==> config.mk <==
export PLATFORM = sky130hd
export DESIGN_NAME = fc_req_decoder
export DESIGN_NICKNAME = d
export VERILOG_FILES = /design/src/rtl/fc_req_pkg.sv /design/src/rtl/fc_refresh_timer.sv /design/src/rtl/fc_class_decode.sv /design/src/rtl/fc_cmd_slot.sv /design/src/rtl/fc_req_decoder.sv
export SDC_FILE = /design/constraint.sdc
export NUM_CORES = 1
export LEC_CHECK = 0
export BUFFER_PORTS_ARGS = -buffer_cell sky130_fd_sc_hd__clkbuf_2
export CAP_MARGIN = 20
export CORE_UTILIZATION = 40
export DETAILED_ROUTE_END_ITERATION = 10
export PLACE_DENSITY = 0.7
export SETUP_SLACK_MARGIN = 0.2
export SKIP_CTS_REPAIR_TIMING = 1
export SYNTH_ARGS = -nofsm -noshare
export SYNTH_HDL_FRONTEND = slang
export SYNTH_SLANG_ARGS = --single-unit
==> constraint.sdc <==
create_clock -name clk -period 3.1 [get_ports clk]
set_input_delay 0.155 -clock clk [delete_from_list [all_inputs] [get_ports clk]]
set_output_delay 0.155 -clock clk [all_outputs]
set_load 0.01 [all_outputs]
==> src/rtl/fc_req_pkg.sv <==
package fc_req_pkg;

    typedef enum logic {
        MODE_LEVEL = 1'b0,
        MODE_CODED = 1'b1
    } fc_mode_e;

    typedef enum logic [1:0] {
        CMD_IDLE = 2'b00,
        CMD_XON  = 2'b01,
        CMD_XOFF = 2'b10
    } fc_cmd_e;

    // two-bit request codes in coded mode
    localparam logic [1:0] CODE_HOLD = 2'b00;
    localparam logic [1:0] CODE_XON  = 2'b01;
    localparam logic [1:0] CODE_XOFF = 2'b10;
    localparam logic [1:0] CODE_BAD  = 2'b11;

    typedef struct packed {
        fc_cmd_e cmd;
        logic    bad;
    } fc_evt_t;

    function automatic fc_evt_t decode_coded(input logic [1:0] cur,
                                             input logic [1:0] prev);
        fc_evt_t e;
        e.cmd = CMD_IDLE;
        e.bad = (cur == CODE_BAD);
        if (cur != prev) begin
            if (cur == CODE_XON)
                e.cmd = CMD_XON;
            else if (cur == CODE_XOFF)
                e.cmd = CMD_XOFF;
        end
        return e;
    endfunction

    function automatic fc_evt_t decode_level(input logic cur,
                                             input logic prev,
                                             input logic refresh_hit);
        fc_evt_t e;
        e.bad = 1'b0;
        e.cmd = CMD_IDLE;
        if (cur && !prev)
            e.cmd = CMD_XOFF;
        else if (!cur && prev)
            e.cmd = CMD_XON;
        else if (cur && refresh_hit)
            e.cmd = CMD_XOFF;
        return e;
    endfunction

endpackage

==> src/rtl/fc_refresh_timer.sv <==
module fc_refresh_timer #(
    parameter int REFRESH_W = 16
) (
    input  logic                 clk,
    input  logic                 rst,
    input  logic                 hold,
    input  logic [REFRESH_W-1:0] interval,
    output logic                 hit
);
    localparam logic [REFRESH_W-1:0] ONE = REFRESH_W'(1);

    logic [REFRESH_W-1:0] cnt_q;
    logic                 enabled;

    assign enabled = (interval != '0);
    assign hit     = hold && enabled && (cnt_q == interval - ONE);

    always_ff @(posedge clk) begin
        if (rst) begin
            cnt_q <= '0;
        end else if (!hold || hit) begin
            cnt_q <= '0;
        end else begin
            cnt_q <= cnt_q + ONE;
        end
    end
endmodule

==> src/rtl/fc_class_decode.sv <==
module fc_class_decode
    import fc_req_pkg::*;
#(
    parameter int REFRESH_W = 16
) (
    input  logic                 clk,
    input  logic                 rst,
    input  fc_mode_e             mode,
    input  logic [REFRESH_W-1:0] interval,
    input  logic                 lo_bit,
    input  logic                 hi_bit,
    output fc_evt_t              evt
);
    logic prev_lo_q;
    logic prev_hi_q;
    logic level_hold;
    logic refresh_hit;

    always_ff @(posedge clk) begin
        if (rst) begin
            prev_lo_q <= 1'b0;
            prev_hi_q <= 1'b0;
        end else begin
            prev_lo_q <= lo_bit;
            prev_hi_q <= hi_bit;
        end
    end

    assign level_hold = (mode == MODE_LEVEL) && lo_bit && prev_lo_q;

    fc_refresh_timer #(
        .REFRESH_W (REFRESH_W)
    ) timer_i (
        .clk      (clk),
        .rst      (rst),
        .hold     (level_hold),
        .interval (interval),
        .hit      (refresh_hit)
    );

    always_comb begin
        if (mode == MODE_CODED)
            evt = decode_coded({hi_bit, lo_bit}, {prev_hi_q, prev_lo_q});
        else
            evt = decode_level(lo_bit, prev_lo_q, refresh_hit);
    end
endmodule

==> src/rtl/fc_cmd_slot.sv <==
module fc_cmd_slot
    import fc_req_pkg::*;
(
    input  logic    clk,
    input  logic    rst,
    input  fc_evt_t evt,
    input  logic    ack,
    output logic    xoff_pulse,
    output logic    xon_pulse,
    output logic    pending,
    output logic    is_xoff,
    output logic    invalid
);
    logic new_cmd;

    assign new_cmd = (evt.cmd != CMD_IDLE);

    always_ff @(posedge clk) begin
        if (rst) begin
            xoff_pulse <= 1'b0;
            xon_pulse  <= 1'b0;
            pending    <= 1'b0;
            is_xoff    <= 1'b0;
            invalid    <= 1'b0;
        end else begin
            xoff_pulse <= (evt.cmd == CMD_XOFF);
            xon_pulse  <= (evt.cmd == CMD_XON);
            if (new_cmd) begin
                pending <= 1'b1;
                is_xoff <= (evt.cmd == CMD_XOFF);
            end else if (ack) begin
                pending <= 1'b0;
            end
            if (evt.bad)
                invalid <= 1'b1;
        end
    end
endmodule

==> src/rtl/fc_req_decoder.sv <==
module fc_req_decoder
    import fc_req_pkg::*;
#(
    parameter int NUM_CLASSES = 8,
    parameter int REFRESH_W   = 16
) (
    input  logic                   clk,
    input  logic                   rst,
    input  logic                   cfg_coded_mode,
    input  logic [REFRESH_W-1:0]   cfg_refresh_ivl,
    input  logic [NUM_CLASSES-1:0] req_lo,
    input  logic [NUM_CLASSES-1:0] req_hi,
    input  logic [NUM_CLASSES-1:0] cmd_ack,
    output logic [NUM_CLASSES-1:0] xoff_pulse,
    output logic [NUM_CLASSES-1:0] xon_pulse,
    output logic [NUM_CLASSES-1:0] cmd_pending,
    output logic [NUM_CLASSES-1:0] cmd_is_xoff,
    output logic [NUM_CLASSES-1:0] code_invalid
);
    fc_mode_e mode;
    assign mode = fc_mode_e'(cfg_coded_mode);

    for (genvar i = 0; i < NUM_CLASSES; i++) begin : g_class
        fc_evt_t evt;

        fc_class_decode #(
            .REFRESH_W (REFRESH_W)
        ) dec_i (
            .clk      (clk),
            .rst      (rst),
            .mode     (mode),
            .interval (cfg_refresh_ivl),
            .lo_bit   (req_lo[i]),
            .hi_bit   (req_hi[i]),
            .evt      (evt)
        );

        fc_cmd_slot slot_i (
            .clk        (clk),
            .rst        (rst),
            .evt        (evt),
            .ack        (cmd_ack[i]),
            .xoff_pulse (xoff_pulse[i]),
            .xon_pulse  (xon_pulse[i]),
            .pending    (cmd_pending[i]),
            .is_xoff    (cmd_is_xoff[i]),
            .invalid    (code_invalid[i])
        );
    end
endmodule

==> results of run 1 <==
==> where the power goes <==
group / switching, mW / total, mW / internal [mW]
Sequential: 0.0319 / 2.44 / 2.41
Combinational: 0.469 / 0.794 / 0.324
Clock: 1.22 / 2.33 / 1.11
Total: 1.72 / 5.57 / 3.84
==> cells by family after synthesis <==
family                   after synthesis  share of synthesized area, %
adder cells (fa/ha/maj)               35                         3.424
multiplexers                           7                        0.5690
AND/OR/NAND/NOR                      673                         27.61
AO/OA/AOI/OAI                        237                         13.79
flip-flops                           184                         28.88
buffers and inverters                195                         7.240
XOR/XNOR                             211                         18.48
==> sequential cells by signal, indices dropped and copies added (netlist names) <==
signal                       cells
g_class.dec_i.timer_i.cnt_q    128
g_class.dec_i.prev_hi_q          8
g_class.dec_i.prev_lo_q          8
g_class.slot_i.invalid           8
g_class.slot_i.is_xoff           8
g_class.slot_i.pending           8
g_class.slot_i.xoff_pulse        8
g_class.slot_i.xon_pulse         8
==> per-layer routing <==
metal  up-vias  track usage (%)  wire (um)
met5         -                0          0
met2       531            40.93      19040
li1       5611                -          -
met1      5693            32.23      17400
met3       105            4.184       2986
met4         0            11.18       1582
==> area by class of cell <==
cell class	count	area (um2)
fill	2994	16810
multi-input combinational	1163	8202
clock buffer	17	425.4
inverter	67	251.5
clock inverter	15	185.2
sequential	184	3684
timing repair buffer	201	1411
tap	402	503.0
==> cells in the mapped netlist, types with 18 or more instances <==
library cell / n / area [um2]
nor2_1: 207 / 777.0
nand4_1: 43 / 269.0
ha_1: 34 / 425.4
dfxtp_1: 184 / 3684
buf_4: 42 / 315.3
nor2b_1: 27 / 168.9
a31oi_1: 23 / 143.9
clkbuf_1: 59 / 221.5
nor4_1: 23 / 143.9
a21oi_1: 37 / 185.2
xor2_1: 84 / 735.7
a211oi_1: 18 / 135.1
xnor3_1: 37 / 833.3
nand3_1: 73 / 365.4
nand2_1: 103 / 386.6
xnor2_1: 90 / 788.3
o21ai_0: 29 / 145.1
inv_1: 66 / 247.7
and3_1: 33 / 206.5
nor3_1: 38 / 190.2
nand2b_1: 28 / 175.2
==> metrics by stage <==
step	utilization (%)	worst slack, ps	hold slack [ps]	TNS, ps
floorplan	-	211.9	283.2	0
global route	46.58	233.1	58.67	0
finish	46.58	338.5	37.09	0
CTS	46.31	300.2	-49.41	0
detailed placement	44.37	-155.1	431.5	-2832
global placement	44.37	-87.69	415.0	-1594
==> tightest hold or removal path: cells and delay by family <==
kind | cells | cell delay [ps]
AO/OA/AOI/OAI | 1 | 100
AND/OR/NAND/NOR | 1 | 70
buffers and inverters | 1 | 150
==> how the worst min path moves through the flow <==
stage               startpoint  slack [ps]  cells after the start                          to
floorplan            req_hi[0]         280                      1  g_class[0].dec_i.prev_hi_q
global placement     req_hi[7]         420                      2  g_class[7].dec_i.prev_hi_q
detailed placement   req_hi[3]         430                      2  g_class[3].dec_i.prev_hi_q
CTS                  req_hi[7]         -50                      2  g_class[7].dec_i.prev_hi_q
global route         req_lo[5]          60                      3   g_class[5].slot_i.invalid
finish               req_lo[6]          40                      3   g_class[6].slot_i.invalid
==> impl_metrics.env, run 1 <==
export IMPL_outcome="finished, final reports clean"
export IMPL_htree_levels=4
export IMPL_max_freq_mhz=362.1
export IMPL_gp_congestion=1.032
export IMPL_grt_overflow_total=0
export IMPL_syn_inst=1542
export IMPL_grt_max_degree=43
export IMPL_yosysWarnings=0
export IMPL_ir_drop_mv=0.3441
export IMPL_worstMarginPinSlew_ps=759.0
export IMPL_cts_root_buffer="clkbuf_16"
export IMPL_synth_cell_types=90
export IMPL_max_cap_viol_count=0
export IMPL_skew_ps=22.03
export IMPL_critical_path_required_ps=3430
export IMPL_drive_above_1_share_pct=16.58
export IMPL_ys_flop_type="dfxtp_1"
export IMPL_placed_area_um2=13960
export IMPL_row_count=65
export IMPL_reg2regPathDepth=7
export IMPL_syn_avg_cell_area_um2=8.272
export IMPL_cts_max_path_buffers=2
export IMPL_routed_wl_mm=41.01
export IMPL_r2r_setup_slack_ps=450
export IMPL_grt_pass1_wl_mm=63.12
export IMPL_hpwl_mm=31.50
export IMPL_vias=11940
export IMPL_slew_headroom_pct=49.01
export IMPL_cts_tree="built"
export IMPL_leakage_nw=5.680
export IMPL_drtPass1Iterations=5
export IMPL_path_cells="clkbuf_2 -> or4_1 -> buf_4 -> nor2_2 -> o21ai_0 -> a2111oi_0 -> and4_1 -> a31oi_1 -> a2111oi_0"
export IMPL_finalInstanceArea_um2=14660
export IMPL_cp_end_kind="flip-flop"
export IMPL_crit_arrival_ps=3090
export IMPL_ant_nets=0
export IMPL_clkTransAtPathRegs_ps=90
export IMPL_final_common_cell="nor2_1"
export IMPL_hold_viol=0
export IMPL_slowest_stage="or4_1"
export IMPL_worstSkewPairLatency_ps=460
export IMPL_slowest_delay_ps=640
export IMPL_syn_area_um2=12750
export IMPL_cpMostUsedCell="a2111oi_0"
export IMPL_finalCriticalPeriod_ps=2762
export IMPL_antenna_cells=0
export IMPL_worstSetupPathType="in2reg"
export IMPL_startpoint="cfg_refresh_ivl[5]"
export IMPL_r2r_end="g_class[2].slot_i.xon_pulse"
export IMPL_die_w_um=180.6
export IMPL_placed_cells=2009
export IMPL_drc=0
export IMPL_routedWlPerCell_um=20.02
export IMPL_viasPerCell=5.827
export IMPL_antenna_found_initial=0
export IMPL_power_per_cell_area_nw_per_um2=379.6
export IMPL_pin_count=83
export IMPL_post_route_period_util_pct=89.08
export IMPL_crit_end="g_class[0].slot_i.xoff_pulse"
export IMPL_crit_family="simple AND/OR/NAND/NOR gates"
export IMPL_layout_nets=1711
export IMPL_cts_buffers=17
export IMPL_design_die_area_um2=32610
export IMPL_rsz0062_at_grt="false"
export IMPL_final_cells=2049
export IMPL_synthesis_nets=1619
export IMPL_synthToLayoutAreaGrowth_pct=14.95
export IMPL_drtIter0Drc=1283
export IMPL_start_util_pct=40.52
export IMPL_start_kind="input pin"
export IMPL_cp_depth=9
export IMPL_core_area_um2=31470
export IMPL_synthArstFlopShare_pct=0
export IMPL_die_h_um=180.6
export IMPL_synth_edf_count=0
export IMPL_synth_seq_cells=184
export IMPL_slew_viol_final=0
export IMPL_r2r_start="g_class[2].dec_i.prev_lo_q"
export IMPL_finalSetupViolations=0
export IMPL_worst_path_buf_inv=2
export IMPL_cp_max_fo=7
export IMPL_clkSinkCount=184
export IMPL_ys_seq_area_share_pct=28.88
export IMPL_final_cell_mix="nor2_1, dfxtp_1, buf_4"
export IMPL_io_buffers=82
export IMPL_grt_pass1_vias=11110
export IMPL_grt_usage_pct=25.00
export IMPL_totalPowerFinal_mw=5.566
export IMPL_hold_path_class="in2reg"
No activity file was read; power rests on OpenSTA's default activity.
==> run 2: changes to the inputs <==
- PLACE_DENSITY: 0.7 -> 0.68
- clock period: 3.1 -> 2.7 ns (I/O delays scaled with it)
==> impl_metrics.env, run 2 (synthesized netlist as in run 1, its figures left out) <==
export IMPL_outcome="finished, violations left"
export IMPL_failed_checks="negative hold slack"
export IMPL_cts_tree="built"
export IMPL_grt_max_degree=31
export IMPL_row_count=65
export IMPL_slowest_delay_ps=430
export IMPL_cpMostUsedCell="buf_4"
export IMPL_post_route_period_util_pct=90.04
export IMPL_placed_cells=2095
export IMPL_placed_area_um2=14780
export IMPL_gp_congestion=0.9813
export IMPL_dpl_worst_slack_ps=-232.5
export IMPL_fin_hold_ws_ps=-10.43
export IMPL_cp_end_kind="flip-flop"
export IMPL_pin_count=83
export IMPL_routedWlPerCell_um=20.04
export IMPL_final_common_cell="nor2_1"
export IMPL_viasPerCell=5.755
export IMPL_hold_path_class="in2reg"
export IMPL_largest_reg_flops=128
export IMPL_max_freq_mhz=411.3
export IMPL_slew_headroom_pct=45.58
export IMPL_worstSetupPathType="in2reg"
export IMPL_clkSinkCount=184
export IMPL_drtPass1Iterations=6
export IMPL_routed_wl_mm=42.80
export IMPL_core_area_um2=31470
export IMPL_slew_viol_final=0
export IMPL_io_buffers=82
export IMPL_start_kind="input pin"
export IMPL_leakage_nw=6.158
export IMPL_finalInstanceArea_um2=15580
export IMPL_htree_levels=4
export IMPL_die_h_um=180.6
export IMPL_antenna_found_initial=0
export IMPL_power_per_cell_area_nw_per_um2=407.1
export IMPL_start_util_pct=40.52
export IMPL_ir_drop_mv=0.4334
export IMPL_grt_pass1_vias=11760
export IMPL_max_cap_viol_count=0
export IMPL_regMostFlops="g_class.dec_i.timer_i.cnt_q"
export IMPL_utilization_pct=49.52
export IMPL_slowest_stage="or3b_4"
export IMPL_finalCriticalPeriod_ps=2431
export IMPL_antenna_cells=0
export IMPL_ant_nets=0
export IMPL_critical_path_required_ps=3060
export IMPL_cp_max_fo=6
export IMPL_layout_nets=1798
export IMPL_grt_pass1_wl_mm=66.24
export IMPL_worst_path_buf_inv=6
export IMPL_final_cells=2136
export IMPL_clkTransAtPathRegs_ps=80
export IMPL_rsz0062_at_grt="true"
export IMPL_synthToLayoutAreaGrowth_pct=22.19
export IMPL_worstMarginPinSlew_ps=805.7
export IMPL_grt_usage_pct=26.25
export IMPL_hold_viol=1
export IMPL_totalPowerFinal_mw=6.345
export IMPL_skew_ps=15.83
export IMPL_hpwl_mm=33.50
export IMPL_worstSkewPairLatency_ps=450
export IMPL_cts_buffers=17
export IMPL_final_cell_mix="nor2_1, buf_4, dfxtp_1"
export IMPL_vias=12290
export IMPL_grt_overflow_total=0
export IMPL_tns_ps=0
export IMPL_drtIter0Drc=1058
export IMPL_drive_above_1_share_pct=22.43
export IMPL_cts_max_path_buffers=2
export IMPL_fin_ws_ps=268.9
export IMPL_crit_arrival_ps=2790
export IMPL_finalSetupViolations=0
export IMPL_path_cells="clkbuf_2 -> buf_4 -> inv_4 -> ha_4 -> or3b_4 -> buf_4 -> nor3_4 -> buf_4 -> xnor2_1 -> nand3_1 -> a2111oi_2 -> buf_4 -> nand4b_1 -> a311oi_1"
export IMPL_design_die_area_um2=32610
export IMPL_drc=0
export IMPL_die_w_um=180.6
export IMPL_cts_root_buffer="clkbuf_16"
export IMPL_crit_family="buffers and inverters"
-- run 2: final timing paths --
path,from,end,slack (ps),cells past startpoint
worst min-delay path,req_hi[6],g_class[6].dec_i.prev_hi_q,-10,2
worst min register to register,g_class[2].dec_i.timer_i.cnt_q[0],g_class[2].dec_i.timer_i.cnt_q[0],460,1
worst max register to register,g_class[2].dec_i.prev_lo_q,g_class[2].dec_i.timer_i.cnt_q[3],310,9
worst max-delay path,cfg_refresh_ivl[0],g_class[4].slot_i.pending,270,14
-- run 2: final cells by class --
type | count | area [um2]
fill | 2972 | 15890
multi-input combinational | 1163 | 8396
sequential | 184 | 3690
timing repair buffer | 288 | 2157
tap | 402 | 503.0
clock buffer | 17 | 425.4
inverter | 67 | 254.0
clock inverter | 15 | 160.2
-- run 2: power by group --
group | internal, mW | leakage (nW) | switching, mW
sequential | 2.76 | 1.49 | 0.0378
clock | 1.31 | 0.274 | 1.22
combinational | 0.441 | 4.39 | 0.575
-- run 2: layer usage --
layer / part of all wire [%] / global-route usage, % / vias up
met5: 0 / 0 / -
met4: 4.6 / 13.20 / 0
met3: 5.6 / 3.395 / 98
met2: 47 / 44.00 / 430
met1: 42 / 33.09 / 5976
li1: - / - / 5789
-- run 2: worst reg2reg max path, stage by stage, from the launching register on --
cell and delay [ps]:
dfxtp_1 350, nand2_2 130, a2111oi_4 340, o311a_1 230, o2111ai_1 110, or4_4 600, buf_4 180, o21ai_4 140
buf_12 160, nor2_1 60
